[config.mk]
export PLATFORM = sky130hd
export DESIGN_NAME = fseg_decoder
export DESIGN_NICKNAME = d
export VERILOG_FILES = /design/src/rtl/fseg_pkg.sv /design/src/rtl/fseg_write_check.sv /design/src/rtl/fseg_addr_match.sv /design/src/rtl/fseg_decoder.sv
export SDC_FILE = /design/constraint.sdc
export NUM_CORES = 1
export LEC_CHECK = 0
export BUFFER_PORTS_ARGS = -buffer_cell sky130_fd_sc_hd__buf_2
export CAP_MARGIN = 40
export CELL_PAD_IN_SITES_DETAIL_PLACEMENT = 1
export CELL_PAD_IN_SITES_GLOBAL_PLACEMENT = 2
export CORE_MARGIN = 2
export CORE_UTILIZATION = 31
export DETAILED_ROUTE_END_ITERATION = 7
export PLACE_DENSITY = 0.89
export SYNTH_ARGS = -nofsm -noshare
export SYNTH_HDL_FRONTEND = slang
export SYNTH_SLANG_ARGS = --single-unit
[constraint.sdc]
create_clock -name clk -period 14.89 [get_ports clk]
set_clock_uncertainty 0.2 [all_clocks]
set_input_delay 0.7445 -clock clk [delete_from_list [all_inputs] [get_ports clk]]
set_output_delay 0.7445 -clock clk [all_outputs]
set_load 0.01 [all_outputs]
[src/rtl/fseg_pkg.sv]
package fseg_pkg;

  // One window descriptor in 8 MB units: lim is the exclusive end.
  typedef struct packed {
    logic [7:0] lim;
    logic [7:0] base;
  } seg_t;

  function automatic logic [7:0] seg_units(seg_t s);
    return s.lim - s.base;
  endfunction

  function automatic logic [31:0] units_to_bytes(logic [7:0] u);
    return {1'b0, u, 23'b0};
  endfunction

  // Nonzero size that does not divide the start.
  function automatic logic misaligned(seg_t s);
    logic [7:0] sz;
    sz = seg_units(s);
    if (sz == 8'd0) return 1'b0;
    return (s.base % sz) != 8'd0;
  endfunction

  // Reset placement: first window u0 units, the rest un units, back to back.
  function automatic seg_t default_seg(int idx, logic [7:0] base_u, int u0, int un);
    seg_t s;
    int st;
    st = (idx == 0) ? 0 : u0 + (idx - 1) * un;
    s.base = base_u + 8'(st);
    s.lim  = s.base + 8'((idx == 0) ? u0 : un);
    return s;
  endfunction

endpackage

[src/rtl/fseg_write_check.sv]
module fseg_write_check
  import fseg_pkg::*;
#(
  parameter int         NUM_CS        = 5,
  parameter int         SEL_W         = 3,
  parameter logic [7:0] WIN_BASE_U    = 8'h40,
  parameter logic [7:0] WIN_UNITS     = 8'd32,
  parameter bit         LOCK_LAST_END = 1'b0,
  parameter logic [7:0] LAST_END      = 8'h58
) (
  input  logic [SEL_W-1:0]  cs_idx,
  input  seg_t              req,
  input  seg_t [NUM_CS-1:0] segs,
  output seg_t              fixed,
  output logic              bad_range,
  output logic              bad_align,
  output logic              overlap
);

  localparam logic [8:0] WIN_TOP_U = {1'b0, WIN_BASE_U} + {1'b0, WIN_UNITS};
  localparam logic [SEL_W-1:0] LAST_IDX = SEL_W'(NUM_CS - 1);

  always_comb begin
    fixed = req;
    if (cs_idx == '0) fixed.base = WIN_BASE_U;
    if (LOCK_LAST_END && cs_idx == LAST_IDX) fixed.lim = LAST_END;
  end

  always_comb begin
    bad_range = (fixed.lim <= WIN_BASE_U) || ({1'b0, fixed.base} > WIN_TOP_U);
    bad_align = misaligned(fixed);
  end

  always_comb begin
    overlap = 1'b0;
    for (int i = 0; i < NUM_CS; i++) begin
      if (SEL_W'(i) != cs_idx &&
          fixed.base < segs[i].lim && fixed.lim > segs[i].base)
        overlap = 1'b1;
    end
  end

endmodule

[src/rtl/fseg_addr_match.sv]
module fseg_addr_match
  import fseg_pkg::*;
#(
  parameter int NUM_CS = 5
) (
  input  seg_t [NUM_CS-1:0] segs,
  input  logic [31:0]       addr,
  output logic [NUM_CS-1:0] match_raw,
  output logic [NUM_CS-1:0] hit_onehot,
  output logic [31:0]       offset
);

  logic [7:0] addr_u;
  assign addr_u = addr[30:23];

  for (genvar g = 0; g < NUM_CS; g++) begin : g_match
    assign match_raw[g] = !addr[31] && addr_u >= segs[g].base && addr_u < segs[g].lim;
  end

  always_comb begin
    logic found;
    found      = 1'b0;
    hit_onehot = '0;
    offset     = '0;
    for (int i = 0; i < NUM_CS; i++) begin
      if (match_raw[i] && !found) begin
        found         = 1'b1;
        hit_onehot[i] = 1'b1;
        offset        = addr - units_to_bytes(segs[i].base);
      end
    end
  end

endmodule

[src/rtl/fseg_decoder.sv]
module fseg_decoder
  import fseg_pkg::*;
#(
  parameter int         NUM_CS        = 5,
  parameter logic [7:0] WIN_BASE_U    = 8'h40,
  parameter logic [7:0] WIN_UNITS     = 8'd32,
  parameter int         FIRST_UNITS   = 8,
  parameter int         OTHER_UNITS   = 4,
  parameter bit         LOCK_LAST_END = 1'b0,
  localparam int        SEL_W         = (NUM_CS > 1) ? $clog2(NUM_CS) : 1
) (
  input  logic              clk,
  input  logic              rst_n,
  input  logic              cfg_wr,
  input  logic [SEL_W-1:0]  cfg_sel,
  input  logic [31:0]       cfg_wdata,
  input  logic [SEL_W-1:0]  rd_sel,
  output logic [31:0]       rd_data,
  input  logic [31:0]       bus_addr,
  output logic [NUM_CS-1:0] hit_cs,
  output logic              hit_any,
  output logic [31:0]       hit_offset,
  input  logic [SEL_W-1:0]  acc_cs,
  input  logic [31:0]       acc_off,
  output logic [31:0]       acc_wrapped,
  output logic              err_range,
  output logic              err_align,
  output logic              warn_overlap
);

  localparam logic [SEL_W:0] NCS = (SEL_W + 1)'(NUM_CS);
  localparam seg_t LAST_DEF = default_seg(NUM_CS - 1, WIN_BASE_U, FIRST_UNITS, OTHER_UNITS);

  seg_t [NUM_CS-1:0] seg_q;

  // Internal events brought out by name for the checker.
  logic        wr_valid;
  logic        wr_changed;
  seg_t        wr_req;
  seg_t        wr_cur;
  seg_t        wr_fixed;
  logic        chk_range, chk_align, chk_overlap;
  logic [NUM_CS-1:0] match_raw;
  logic        unused_low;

  assign unused_low = ^cfg_wdata[15:0];

  assign wr_valid   = cfg_wr && ({1'b0, cfg_sel} < NCS);
  assign wr_req     = seg_t'(cfg_wdata[31:16]);
  assign wr_cur     = ({1'b0, cfg_sel} < NCS) ? seg_q[cfg_sel] : '0;
  assign wr_changed = wr_valid && (wr_req != wr_cur);

  fseg_write_check #(
    .NUM_CS       (NUM_CS),
    .SEL_W        (SEL_W),
    .WIN_BASE_U   (WIN_BASE_U),
    .WIN_UNITS    (WIN_UNITS),
    .LOCK_LAST_END(LOCK_LAST_END),
    .LAST_END     (LAST_DEF.lim)
  ) u_check (
    .cs_idx   (cfg_sel),
    .req      (wr_req),
    .segs     (seg_q),
    .fixed    (wr_fixed),
    .bad_range(chk_range),
    .bad_align(chk_align),
    .overlap  (chk_overlap)
  );

  for (genvar g = 0; g < NUM_CS; g++) begin : g_seg
    localparam seg_t DEF = default_seg(g, WIN_BASE_U, FIRST_UNITS, OTHER_UNITS);
    always_ff @(posedge clk) begin
      if (!rst_n)
        seg_q[g] <= DEF;
      else if (wr_changed && cfg_sel == SEL_W'(g))
        seg_q[g] <= wr_fixed;
    end
  end

  always_ff @(posedge clk) begin
    if (!rst_n) begin
      err_range    <= 1'b0;
      err_align    <= 1'b0;
      warn_overlap <= 1'b0;
    end else if (wr_changed) begin
      err_range    <= chk_range;
      err_align    <= chk_align;
      warn_overlap <= chk_overlap;
    end
  end

  assign rd_data = ({1'b0, rd_sel} < NCS) ? {seg_q[rd_sel], 16'h0000} : 32'h0;

  fseg_addr_match #(
    .NUM_CS(NUM_CS)
  ) u_match (
    .segs      (seg_q),
    .addr      (bus_addr),
    .match_raw (match_raw),
    .hit_onehot(hit_cs),
    .offset    (hit_offset)
  );

  assign hit_any = |hit_cs;

  // Offset folding inside a power-of-two segment.
  always_comb begin
    logic [7:0]  sz;
    logic [31:0] bytes;
    sz    = ({1'b0, acc_cs} < NCS) ? seg_units(seg_q[acc_cs]) : 8'd0;
    bytes = units_to_bytes(sz);
    acc_wrapped = (sz == 8'd0) ? 32'h0 : (acc_off & (bytes - 32'd1));
  end

endmodule

======== After elaboration in Yosys (flattened, before gate mapping) ========
Cells that the tools add are included.
operators by class
  $add $sub $neg .......................... 8
  div/mod/pow operators ................... 1
  order comparisons ....................... 28
  equal/unequal tests ..................... 9
  multiplexer cells ....................... 32
  bitwise logic cells ..................... 1
  reduce and logical (&&, ||, !) cells .... 43
operators by type and width
  cell                   number
  $mux 32                7
  $sub 32x31->32         5
  $bmux 16 s3            3
  $lt 8x8->1             10
  $mux 16                4
  $ge 8x8->1             5
  $gt 8x8->1             5
  $and 32x32->32         1
  $sub 31x1->32 const B  1
  $logic_and 1x1->1      31
  $logic_not 8->1        2
  $mux 1                 16
  $mux 8                 2
  $ne 16x16->1           1
  $sub 8x8->8            2
  $lt 3x4->1 const B     3
  $lt 3x3->1 const B     3
  $gt 8x7->1 const B     1
  $le 8x7->1 const B     1
  $mod 8x8->8            1
  $reduce_bool 8->1      1
  $eq 3x2->1 const B     2
  $ne 2x3->1 const A     2
  $logic_not 1->1        5
  other kinds (8)        8
word-level totals
  bits in registers ....................... 83
  bits of input ports ..................... 108
  output and inout port bits .............. 105
  logic and storage cells ................. 135

======== Depth between registers and ports, before layout ========
Gate-level depths: netlist (run 1).
  word-level depth ........................ 17
  depth in mapped cells ................... 77
  depth with buffers taken out ............ 68

======== Hierarchy ========
A second synthesis (run 1) with hierarchy kept.
second synthesis, totals
  cells, all modules ...................... 1,792
  area, all modules ....................... 13,691.9 µm²
by module, submodules not included
  module            instances  cells each  area each (µm²)  seq. area each (µm²)
  fseg_decoder      1          729         6,044.5          1,661.6
  fseg_write_check  1          609         4,360.4          0.0
  fseg_addr_match   1          454         3,286.9          0.0

======== Least setup slack after synthesis (run 1) ========
No wires, ideal clock.
  path kind ............................... input port to flip-flop
  start point ............................. input port cfg_sel[0]
  end point ............................... register err_align
  library setup time ...................... 0.120 ns
  data arrival time ....................... 14.712 ns
  data required time ...................... 14.570 ns
  setup slack ............................. -0.142 ns
  stages .................................. 74
  buffers on the path ..................... 10
  cell sequence ........................... buf_6 > buf_6 > buf_2 > or3_1 > clkbuf_1 > nand2_1 > clkbuf_1 > inv_1 > ha_1 > inv_1 > fa_1 > a211oi_2 > o211a_1 > nor4_1 > and4_1 > buf_2 > buf_2 > nand2_1 > [... 38 more ...] > ha_1 > nor3_1 > a2111oi_0 > a311oi_1 > or3_1 > buf_2 > o21ai_0 > ha_1 > nor2b_1 > o21ai_0 > a21oi_1 > a211o_1 > a211o_1 > a211o_1 > a31o_1 > nor4_1 > a32oi_1 > a21boi_2
RTL lines
  element               RTL line            text
  start, declared       fseg_decoder.sv:15  input logic [SEL_W-1:0] cfg_sel,
  end signal, assigned  fseg_decoder.sv:87  err_align <= chk_align;
  end, declared         fseg_decoder.sv:27  output logic err_align,

======== Final worst setup path (run 1) ========
  start point ............................. input port cfg_sel[2]
  end point ............................... register err_align
on the way
  cells in the longest elaborated chain, start to end .. 6
  elaborated cells on any way between the ends .. 15
  those cells by class .................... add/sub (1); div (1); order compare (1); eq/ne (1); mux (6); reduce/logical (5)
RTL lines
  element                                                RTL line                        text
  $logic_not 3->1                                        fseg_write_check.sv:25          if (cs_idx == '0) fixed.base = WIN_BASE_U;
  $mux 8                                                 fseg_write_check.sv:25
  $sub 8x8->8                                            fseg_pkg.sv:10                  return s.lim - s.base;
  $mod 8x8->8 / $logic_not 8->1 (equally long branches)  fseg_pkg.sv:22, fseg_pkg.sv:21
  $reduce_bool 8->1 / $mux 1 (equally long branches)     fseg_pkg.sv:22, fseg_pkg.sv:21
  $mux 1                                                 fseg_pkg.sv:22                  return (s.base % sz) != 8'd0;
Several ways; a longest one is shown, not always the timed one. The select of a mux whose other input is x is not followed.
A chain may end at the register's enable or synchronous reset.

==> impl_results.md, run 1 <==
- Die area: 43900 um^2
- EDFF count, synth: 0
- CP Launch Type: input pin
- Clk slew on worst S/H paths: roughly 0.070 ns
- Flops & latches, synth: 83
- Post-layout min period: 14.17 ns
- Most used cell, CP: ha_1
- Placed cells: 2350
- Worst-Margin Slew: 0.929 ns
- Synthesis warning total: 0
- Static Leak: 7.34 nW
- Pwr Density: 80.4 nW/um^2
- Worst-Skew Late Latency: 0.36 ns
- Placeable Area: approximately 42000 um^2
- Tcrit/Tclk final: 0.952
- Final core occ: 0.360
- Row count: 75
- CP Max Fanout: 18
- Total global-route track usage: 0.245
- Non-Filler Instances: 2369
- Layout net count: 2143
- Initial antenna violation count: 1
- CP Buf/Inv Count: 4
- Routability-driven placement congestion ratio: 0.946
- Slew Viols, Final: 0
- CTS tree: done
- Final WL: 54.7 mm
- DP HPWL: around 43 mm
- Clk sinks: between 80 and 90
- CTS buffer count: 9
- Initial core utilization: 0.313
- Number of vias per cell: 5.76
- Area after DPL: 14700 um^2
- Hold buffer count at CTS: 0
- Synth-to-layout area growth: 15.2%
- Ys flop type: dfxtp_1
- Pin count of the biggest net entering global routing: 86
- Cell Area, Synth: 13100 um^2
- Iter 0 DRT Violations: 1098
- Worst Hold Class: reg -> reg
- Die height: roughly 210 um
- Top delay family on crit path: compound AO/OA/AOI/OAI gates
- CTS Root Cell: clkbuf_16
- Pre-CTS setup slack: -0.238 ns
- Clock buffer depth: 2
- First-pass GRT wire length: 83.0 mm
- Layout cells sized above 1: 0.176
- H-Tree Depth: 3
- Crit. End Element: register
- Ys async rst share: 0
- Global route overflow: 0
- CP peak stage delay: 0.47 ns
- Vias post-DR: between 10000 and 15000
- CP Class: in -> reg
- Mean area per synthesized cell: a little under 8 um^2
- First-pass DRT Iterations: 6
- Crit path required time: 14.94 ns
- DRC violations left: 0
- Final Hold Fails: 0
- Slowest CP cell: or3b_2
- Post-synthesis cell type count: 87
- Post-synthesis sequential area ratio: 0.127
- Setup ws final: 0.716 ns
- Die width: 210 um
- Slew margin rel.: 0.378
- Final ANT Viol Nets: 0
- Diodes inserted: 0
- Post-detailed-route wirelength per cell: 23.1 um
- Synthesized instance count: 1657
- Max-cap violations: 0
- I/O pins: between 200 and 250
- Vias in the first global route: 14100
- FMAX: a little over 70 MHz
- I/O Buffers: 178
- WP data arrival: 14.23 ns
- Cell area after layout: 15100 um^2
- Status: finished, final reports clean
- Final setup viols: 0
- Maximum vdd ir drop: 0.0462 mV
## path summary, 6_finish.rpt
check,slack [ns],cells past startpoint,from,endpoint
worst max-delay path,0.72,66,cfg_sel[2],err_align$_SDFFE_PN0P_
worst min-delay path,0.35,1,seg_q[5]$_SDFFE_PN0P_,seg_q[5]$_SDFFE_PN0P_
worst max register to register,11.17,9,seg_q[32]$_SDFFE_PN0P_,seg_q[68]$_SDFFE_PN1P_
worst min register to register,0.35,1,seg_q[5]$_SDFFE_PN0P_,seg_q[5]$_SDFFE_PN0P_
## logic make-up after synthesis
kind of cell    after synthesis  synth area share
simple gates                500             0.205
compound gates              451             0.229
buf+inv                     219            0.0737
fa+ha+maj                   210             0.205
mux                         130             0.117
flops                        83             0.127
xor+xnor                     63            0.0421
other cells                   1          0.000286
## layer usage
metal  vias to the layer above  global-route usage  routed length [um]
met2                       517               0.400               25000
met1                      6698               0.319               23200
met5                         -                   0                  11
met4                         2               0.112                2670
met3                       126              0.0365                3830
li1                       6311                   -                   -
## through the flow
stage	power (mW)	setup TNS [ns]	hold slack, ns
6_report	1.21	0	0.354
5_1_grt	1.30	-0.0106	0.368
4_1_cts	1.19	0	0.342
3_5_place_dp	0.958	-0.238	0.332
3_3_place_gp	0.926	0	0.328
2_1_floorplan	0.732	0	0.287
## power by group
| group | total (mW) | switching, mW | internal [mW] |
|---|---|---|---|
| clock network | 0.230 | 0.110 | 0.119 |
| registers | 0.238 | 0.0110 | 0.227 |
| logic | 0.745 | 0.428 | 0.317 |
## sequential cells by signal, indices dropped and copies added, names as in the netlist
signal,count
err_align,1
err_range,1
seg_q,80
warn_overlap,1
## worst reg2reg max path, stage by stage (launching register included)
cell and delay (ns):
dfxtp_1 0.68, mux4_2 0.39, a211oi_1 0.06, a2111oi_0 0.53
nand3_1 0.14, or4_4 0.47, o21a_4 0.30, nand2_2 0.46
mux2i_1 0.27, nand2_1 0.07
## cells in the mapped netlist, drive strengths merged (4+ instances only)
master,n,area [um^2]
a211o,12,105
a211oi,16,125
a21boi,12,93.8
a21o,52,390
a21oi,123,616
a22o,7,61.3
a22oi,5,37.5
a31oi,12,75.1
and2,8,50.1
and3,13,81.3
and4,4,35.0
buf,46,317
clkbuf,47,176
dfxtp,83,1660
fa,8,160
ha,202,2530
inv,126,473
mux2,6,67.6
mux2i,106,1060
mux4,18,405
nand2,83,329
nand2b,36,225
nand3,29,170
nand4,29,181
nor2,114,428
nor2b,133,832
nor3,14,70.1
nor3b,8,71.3
o211a,7,70.1
o211ai,25,193
o21a,18,143
o21ai,67,335
o21bai,7,52.6
o221ai,6,52.6
o22a,10,87.6
o22ai,32,200
or2,7,43.8
or3,5,31.3
or3b,4,35.0
xnor2,34,298
xor2,29,254
## timing repair
action	CTS	global route
buffers inserted	0	3
resized for setup	0	23
setup endpoints to repair	0	1
## layout by cell type (no fill, tap or decap), types with 5 or more instances in the layout
cell type | Yosys | routed
nand3_1 | 27 | 27
xor2_1 | 29 | 29
o221ai_1 | 6 | 6
dfxtp_1 | 83 | 83
or2_2 | 7 | 7
o21a_1 | 17 | 17
o211a_1 | 7 | 7
xnor2_1 | 34 | 34
and2_1 | 8 | 8
o22a_1 | 10 | 10
buf_2 | 13 | 178
nand2b_1 | 36 | 36
nor3_1 | 14 | 13
mux4_2 | 18 | 18
a21oi_1 | 123 | 123
nand2_1 | 80 | 78
clkbuf_16 | 0 | 9
and3_1 | 13 | 13
ha_1 | 202 | 202
inv_1 | 125 | 125
a21boi_0 | 10 | 9
nand4_1 | 29 | 29
mux2_2 | 6 | 6
a22o_1 | 7 | 7
o22ai_1 | 32 | 31
nor2b_1 | 133 | 131
o21bai_1 | 7 | 6
conb_1 | 1 | 17
buf_4 | 24 | 52
a22oi_1 | 5 | 5
mux2i_1 | 106 | 105
a211o_1 | 12 | 12
nor2_1 | 114 | 111
a21o_1 | 52 | 52
fa_1 | 8 | 7
nor3b_1 | 7 | 7
o21ai_0 | 66 | 64
a211oi_1 | 15 | 14
o211ai_1 | 24 | 24
a31oi_1 | 12 | 10
## area by class of cell
cell class              instances  area (um^2)
clock buffers                  10          239
clock inverters                 6         47.5
fillers                      5155        26800
inverters                     126          473
multi-input cells            1371        10600
flip-flops and latches         83         1660
well taps                     539          674
repair buffers                234         1350
Power figures use the tool's default switching activity.
==> run 2: changes to the inputs <==
==> constraint.sdc (replaced) <==
create_clock -name clk -period 14.89 [get_ports clk]
set_clock_uncertainty 0.2 [all_clocks]
set_input_delay 0 -clock clk [delete_from_list [all_inputs] [get_ports clk]]
set_output_delay 0 -clock clk [all_outputs]
set_load 0.01 [all_outputs]
==> impl_results.md, run 2 (synthesized netlist as in run 1, its figures left out) <==
- Pwr Density: about 82 nW/um^2
- CTS Root Cell: clkbuf_16
- Die area: 43900 um^2
- Hold Slack: 0.0230 ns
- Die height: 210 um
- Layout cells sized above 1: 0.164
- Tcrit/Tclk final: 0.939
- Slew Viols, Final: 0
- Maximum vdd ir drop: 0.0466 mV
- Vias post-DR: ~14000
- Clk sinks: 83
- Crit. End Element: register
- Status: finished, final reports clean
- Pre-CTS setup slack: 0.138 ns
- Iter 0 DRT Violations: approximately 1100
- WL met2: roughly 25 mm
- Worst-Margin Slew: 0.881 ns
- Number of vias per cell: 5.76
- Clk slew on worst S/H paths: approximately 0.070 ns
- Die width: 210 um
- Commonest non-fill, non-tap cell in the layout: ha_1
- CP peak stage delay: 0.52 ns
- Slowest CP cell: dlygate4sd3_1
- DRC violations left: 0
- Final Hold Fails: 0
- I/O Buffers: 178
- Worst Hold Class: in -> reg
- First-pass GRT wire length: roughly 82 mm
- Routability-driven placement congestion ratio: 0.950
- Final Power: 1.24 mW
- Total global-route track usage: 0.242
- Diodes inserted: 0
- CP Max Fanout: 13
- Initial core utilization: 0.313
- Post-detailed-route wirelength per cell: 23.1 um
- Final setup viols: 0
- Setup ws final: 0.916 ns
- First-pass DRT Iterations: 5
- Wl on met1: 23.3 mm
- Pin count of the biggest net entering global routing: 86
- Initial antenna violation count: 1
- WP data arrival: 14.02 ns
- Slew margin rel.: 0.413
- Post-layout min period: 13.97 ns
- CP Launch Type: input pin
- Layout net count: approximately 2100
- Worst-Skew Late Latency: 0.36 ns
- Max FFs per register: 80
- Final WL: 54.8 mm
- DP HPWL: about 43 mm
- I/O pins: 213
- Register with the most flip-flops: seg_q
- Clock buffer depth: 2
- Met3 wire length: 3.77 mm
- Static Leak: between 7 and 8 nW
- Placeable Area: 41900 um^2
- Most used cell, CP: ha_1
- CP Class: in -> reg
- Crit path required time: 14.94 ns
- Synth-to-layout area growth: 15.2%
- Max-cap violations: 0
- CTS tree: done
- Final ANT Viol Nets: 0
- Highest Signal Layer: met5
- H-Tree Depth: 3
- Row count: 75
- FMAX: 71.6 MHz
- Global route overflow: 0
- Vias in the first global route: approximately 14000
- CTS buffer count: 9
- Most frequent cells in the layout: 202 x ha_1, 178 x buf_2, 131 x nor2b_1, 125 x inv_1, 123 x a21oi_1
-- run 2: worst paths after layout --
check / to / startpoint / slack (ns) / cells after the start
hold / removal: seg_q[79]$_SDFFE_PN0P_ / cfg_wdata[31] / 0.02 / 3
setup / recovery: err_align$_SDFFE_PN0P_ / cfg_wdata[16] / 0.92 / 67
hold reg to reg: seg_q[4]$_SDFFE_PN0P_ / seg_q[4]$_SDFFE_PN0P_ / 0.34 / 1
setup reg to reg: seg_q[76]$_SDFFE_PN1P_ / seg_q[32]$_SDFFE_PN0P_ / 11.27 / 9
-- run 2: cell type report --
cell class	instances	area (um^2)
Inverter	126	473
Clock buffer	12	256
Clock inverter	4	72.6
Sequential cell	83	1660
Multi-Input combinational cell	1371	10600
Timing Repair Buffer	232	1340
Fill cell	5148	26800
Tap cell	539	674
-- run 2: worst max-delay path: cells and delay by family --
family                     cells  cell delay (ns)
buffers and inverters          5             0.95
adders and majority gates      9             2.74
and+or+nand+nor               24             4.78
AOI/OAI and AO/OA             29             5.56
-- run 2: repair_timing --
item	CTS	global route
hold buffers	10	0
endpoints found under the hold margin	13	0
gates resized for setup	0	19
endpoints found under the setup margin	0	1
buffers inserted	0	5
-- run 2: per-stage QoR --
stage / std cells / TNS [ns] / cell area (um^2) / util
final: 2367 / 0 / 15100 / 0.360
after global routing: 2367 / -0.0750 / 15100 / 0.360
after CTS: 2362 / 0 / 15000 / 0.358
after detailed placement: 2336 / 0 / 14600 / 0.348
after global placement: 2333 / 0 / 14500 / 0.347
after floorplan: 1673 / 0 / 13200 / -
-- run 2: report_power, final --
part	internal, mW	switching (mW)	leakage [nW]
registers	0.227	0.0105	0.673
clock network	0.156	0.102	0.159
logic	0.308	0.432	6.50
-- run 2: per-layer routing --
layer | global-route usage | vias to the layer above
met5 | 0 | -
met4 | 0.109 | 2
met3 | 0.0391 | 118
met2 | 0.399 | 489
met1 | 0.311 | 6722
li1 | - | 6303
==> run 3: changes to the inputs <==
--- a/config.mk
+++ b/config.mk
@@ -15,4 +15,5 @@
 export PLACE_DENSITY = 0.89
 export SYNTH_ARGS = -nofsm -noshare
 export SYNTH_HDL_FRONTEND = slang
+export SYNTH_HIERARCHICAL = 1
 export SYNTH_SLANG_ARGS = --single-unit
==> impl_results.md, run 3 <==
- Status: finished, final reports clean
- CP startpoint: cfg_wdata[24]
- Slowest CP cell: or4b_2
- Crit path required time: 14.92 ns
- Most used cell, CP: ha_1
- Register with the most flip-flops: seg_q
- Vias in the first global route: 14900
- Slew margin rel.: 0.385
- Synthesis warning total: 6
- FMAX: 71.8 MHz
- Clock Power Share: 0.204
- Post-detailed-route wirelength per cell: 22.4 um
- Commonest non-fill, non-tap cell in the layout: ha_1
- Pwr Density: ~75 nW/um^2
- Pre-CTS setup slack: 0.191 ns
- Mean area per synthesized cell: between 7 and 8 um^2
- Cell Area, Synth: 13700 um^2
- CTS buffer count: 9
- Diodes inserted: 0
- First-pass DRT Iterations: 5
- Final setup viols: 0
- Final Hold Fails: 0
- CP Launch Type: input pin
- Max-cap violations: 0
- Pint: 0.639 mW
- Post-layout min period: between 10 and 15 ns
- CTS tree: done
- Reg2Reg Launch Point: seg_q[33]$_SDFFE_PN0P_
- Die width: 214 um
- Synthesized instance count: 1790
- Pin count of the biggest net entering global routing: 88
- Placeable Area: 43400 um^2
- Sw Pwr: roughly 0.53 mW
- CP peak stage delay: roughly 0.65 ns
- Worst Hold Class: in -> reg
- Layout net count: 2264
- Hold path start: cfg_wdata[26]
- Die area: 45800 um^2
- Initial antenna violation count: 3
- Vias post-DR: 14500
- RSZ-0062 raised after global routing: no
- I/O Buffers: between 150 and 200
- Maximum vdd ir drop: 0.0469 mV
- H-Tree Depth: 3
- Clk sinks: 83
- Clk slew on worst S/H paths: 0.07 ns
- Max FFs per register: 80
- Synth-to-layout area growth: 13.6%
- I/O pins: 213
- Setup_tns: 0 ns
- First-pass GRT wire length: 86.7 mm
- Clock buffer depth: 2
- Total global-route track usage: 0.242
- Number of vias per cell: 5.73
- Setup ws final: 0.958 ns
- Worst-Skew Late Latency: about 0.36 ns
- Initial core utilization: 0.316
- CTS Root Cell: clkbuf_16
- Static Leak: 6.93 nW
- DP HPWL: 43.9 mm
- Fraction of power spent switching nets: 0.452
- Crit. End Element: register
- Global route overflow: 0
- Routability-driven placement congestion ratio: 0.948
- Tcrit/Tclk final: 0.936
- CP Max Fanout: 10
- Multi-input logic area: 10900 um^2
- WP data arrival: 13.96 ns
- DRC violations left: 0
- Fill count: roughly 5400
- Row count: 76
- Layout cells sized above 1: 0.177
- Sequential power share: 0.207
- Worst-Margin Slew: 0.914 ns
- Most frequent cells in the layout: 202 x ha_1, 181 x inv_1, 177 x buf_2, 156 x nand2_1, 99 x nor2_1
- Final ANT Viol Nets: 0
- CP Class: in -> reg
- Comb pwr share: 0.590
- Iter 0 DRT Violations: between 900 and 1000
- Reg area: roughly 1700 um^2
- Die height: 214 um
- Final WL: 56.9 mm
- Slew Viols, Final: 0
## run 3: layout make-up
class | instances | area share
tap | 585 | 0.0471
sequential | 83 | 0.107
clock inverter | 6 | 0.00467
inverter | 184 | 0.0444
multi-input combinational | 1444 | 0.700
clock buffer | 10 | 0.0147
timing repair buffer | 224 | 0.0818
## run 3: repair_timing
action	in CTS	in global routing
resized for setup	0	12
setup buffers	0	0
endpoints found under the setup margin	0	1
hold buffers	10	0
hold endpoints to repair	41	0
## run 3: metrics by stage
stage / hold slack (ns) / util / power [mW] / instance area, um^2 / std cells
detailed placement: 0.0938 / 0.348 / 0.911 / 15100 / 2510
finish: 0.00815 / 0.358 / 1.17 / 15500 / 2536
CTS: 0.00257 / 0.357 / 1.15 / 15500 / 2536
floorplan: -0.110 / - / 0.718 / 13700 / 1806
global placement: 0.0879 / 0.348 / 0.883 / 15100 / 2509
global route: 0.0176 / 0.358 / 1.24 / 15500 / 2536
## run 3: final timing paths
| path | end | slack [ns] | depth (start not counted) |
|---|---|---|---|
| hold reg to reg | warn_overlap$_SDFFE_PN0P_ | 0.27 | 2 |
| setup reg to reg | seg_q[11]$_SDFFE_PN1P_ | 11.62 | 9 |
| setup / recovery | err_align$_SDFFE_PN0P_ | 0.96 | 65 |
| hold / removal | seg_q[42]$_SDFFE_PN0P_ | 0.008 | 4 |
## run 3: per-layer routing
metal	vias up	share of wire	global-route usage
li1	6717	-	-
met1	7125	0.43	0.301
met2	492	0.47	0.408
met3	180	0.053	0.0333
met4	6	0.054	0.122
met5	-	0.00072	0
## run 3: power by group through the flow
stage               sequential [mW]  combinational, mW  clock (mW)
detailed placement            0.246              0.665           0
global route                  0.241              0.755       0.248
global placement              0.246              0.637           0
CTS                           0.241              0.672       0.241
floorplan                     0.238              0.480           0
finish                        0.242              0.688       0.238
## run 3: critical path: cells and delay by family
family | cells | cell delay [ns]
XOR/XNOR | 1 | 0.19
multiplexers | 4 | 0.79
AO/OA/AOI/OAI | 27 | 4.55
buffers and inverters | 7 | 1.21
adder cells (fa/ha/maj) | 9 | 2.37
AND/OR/NAND/NOR | 17 | 4.86
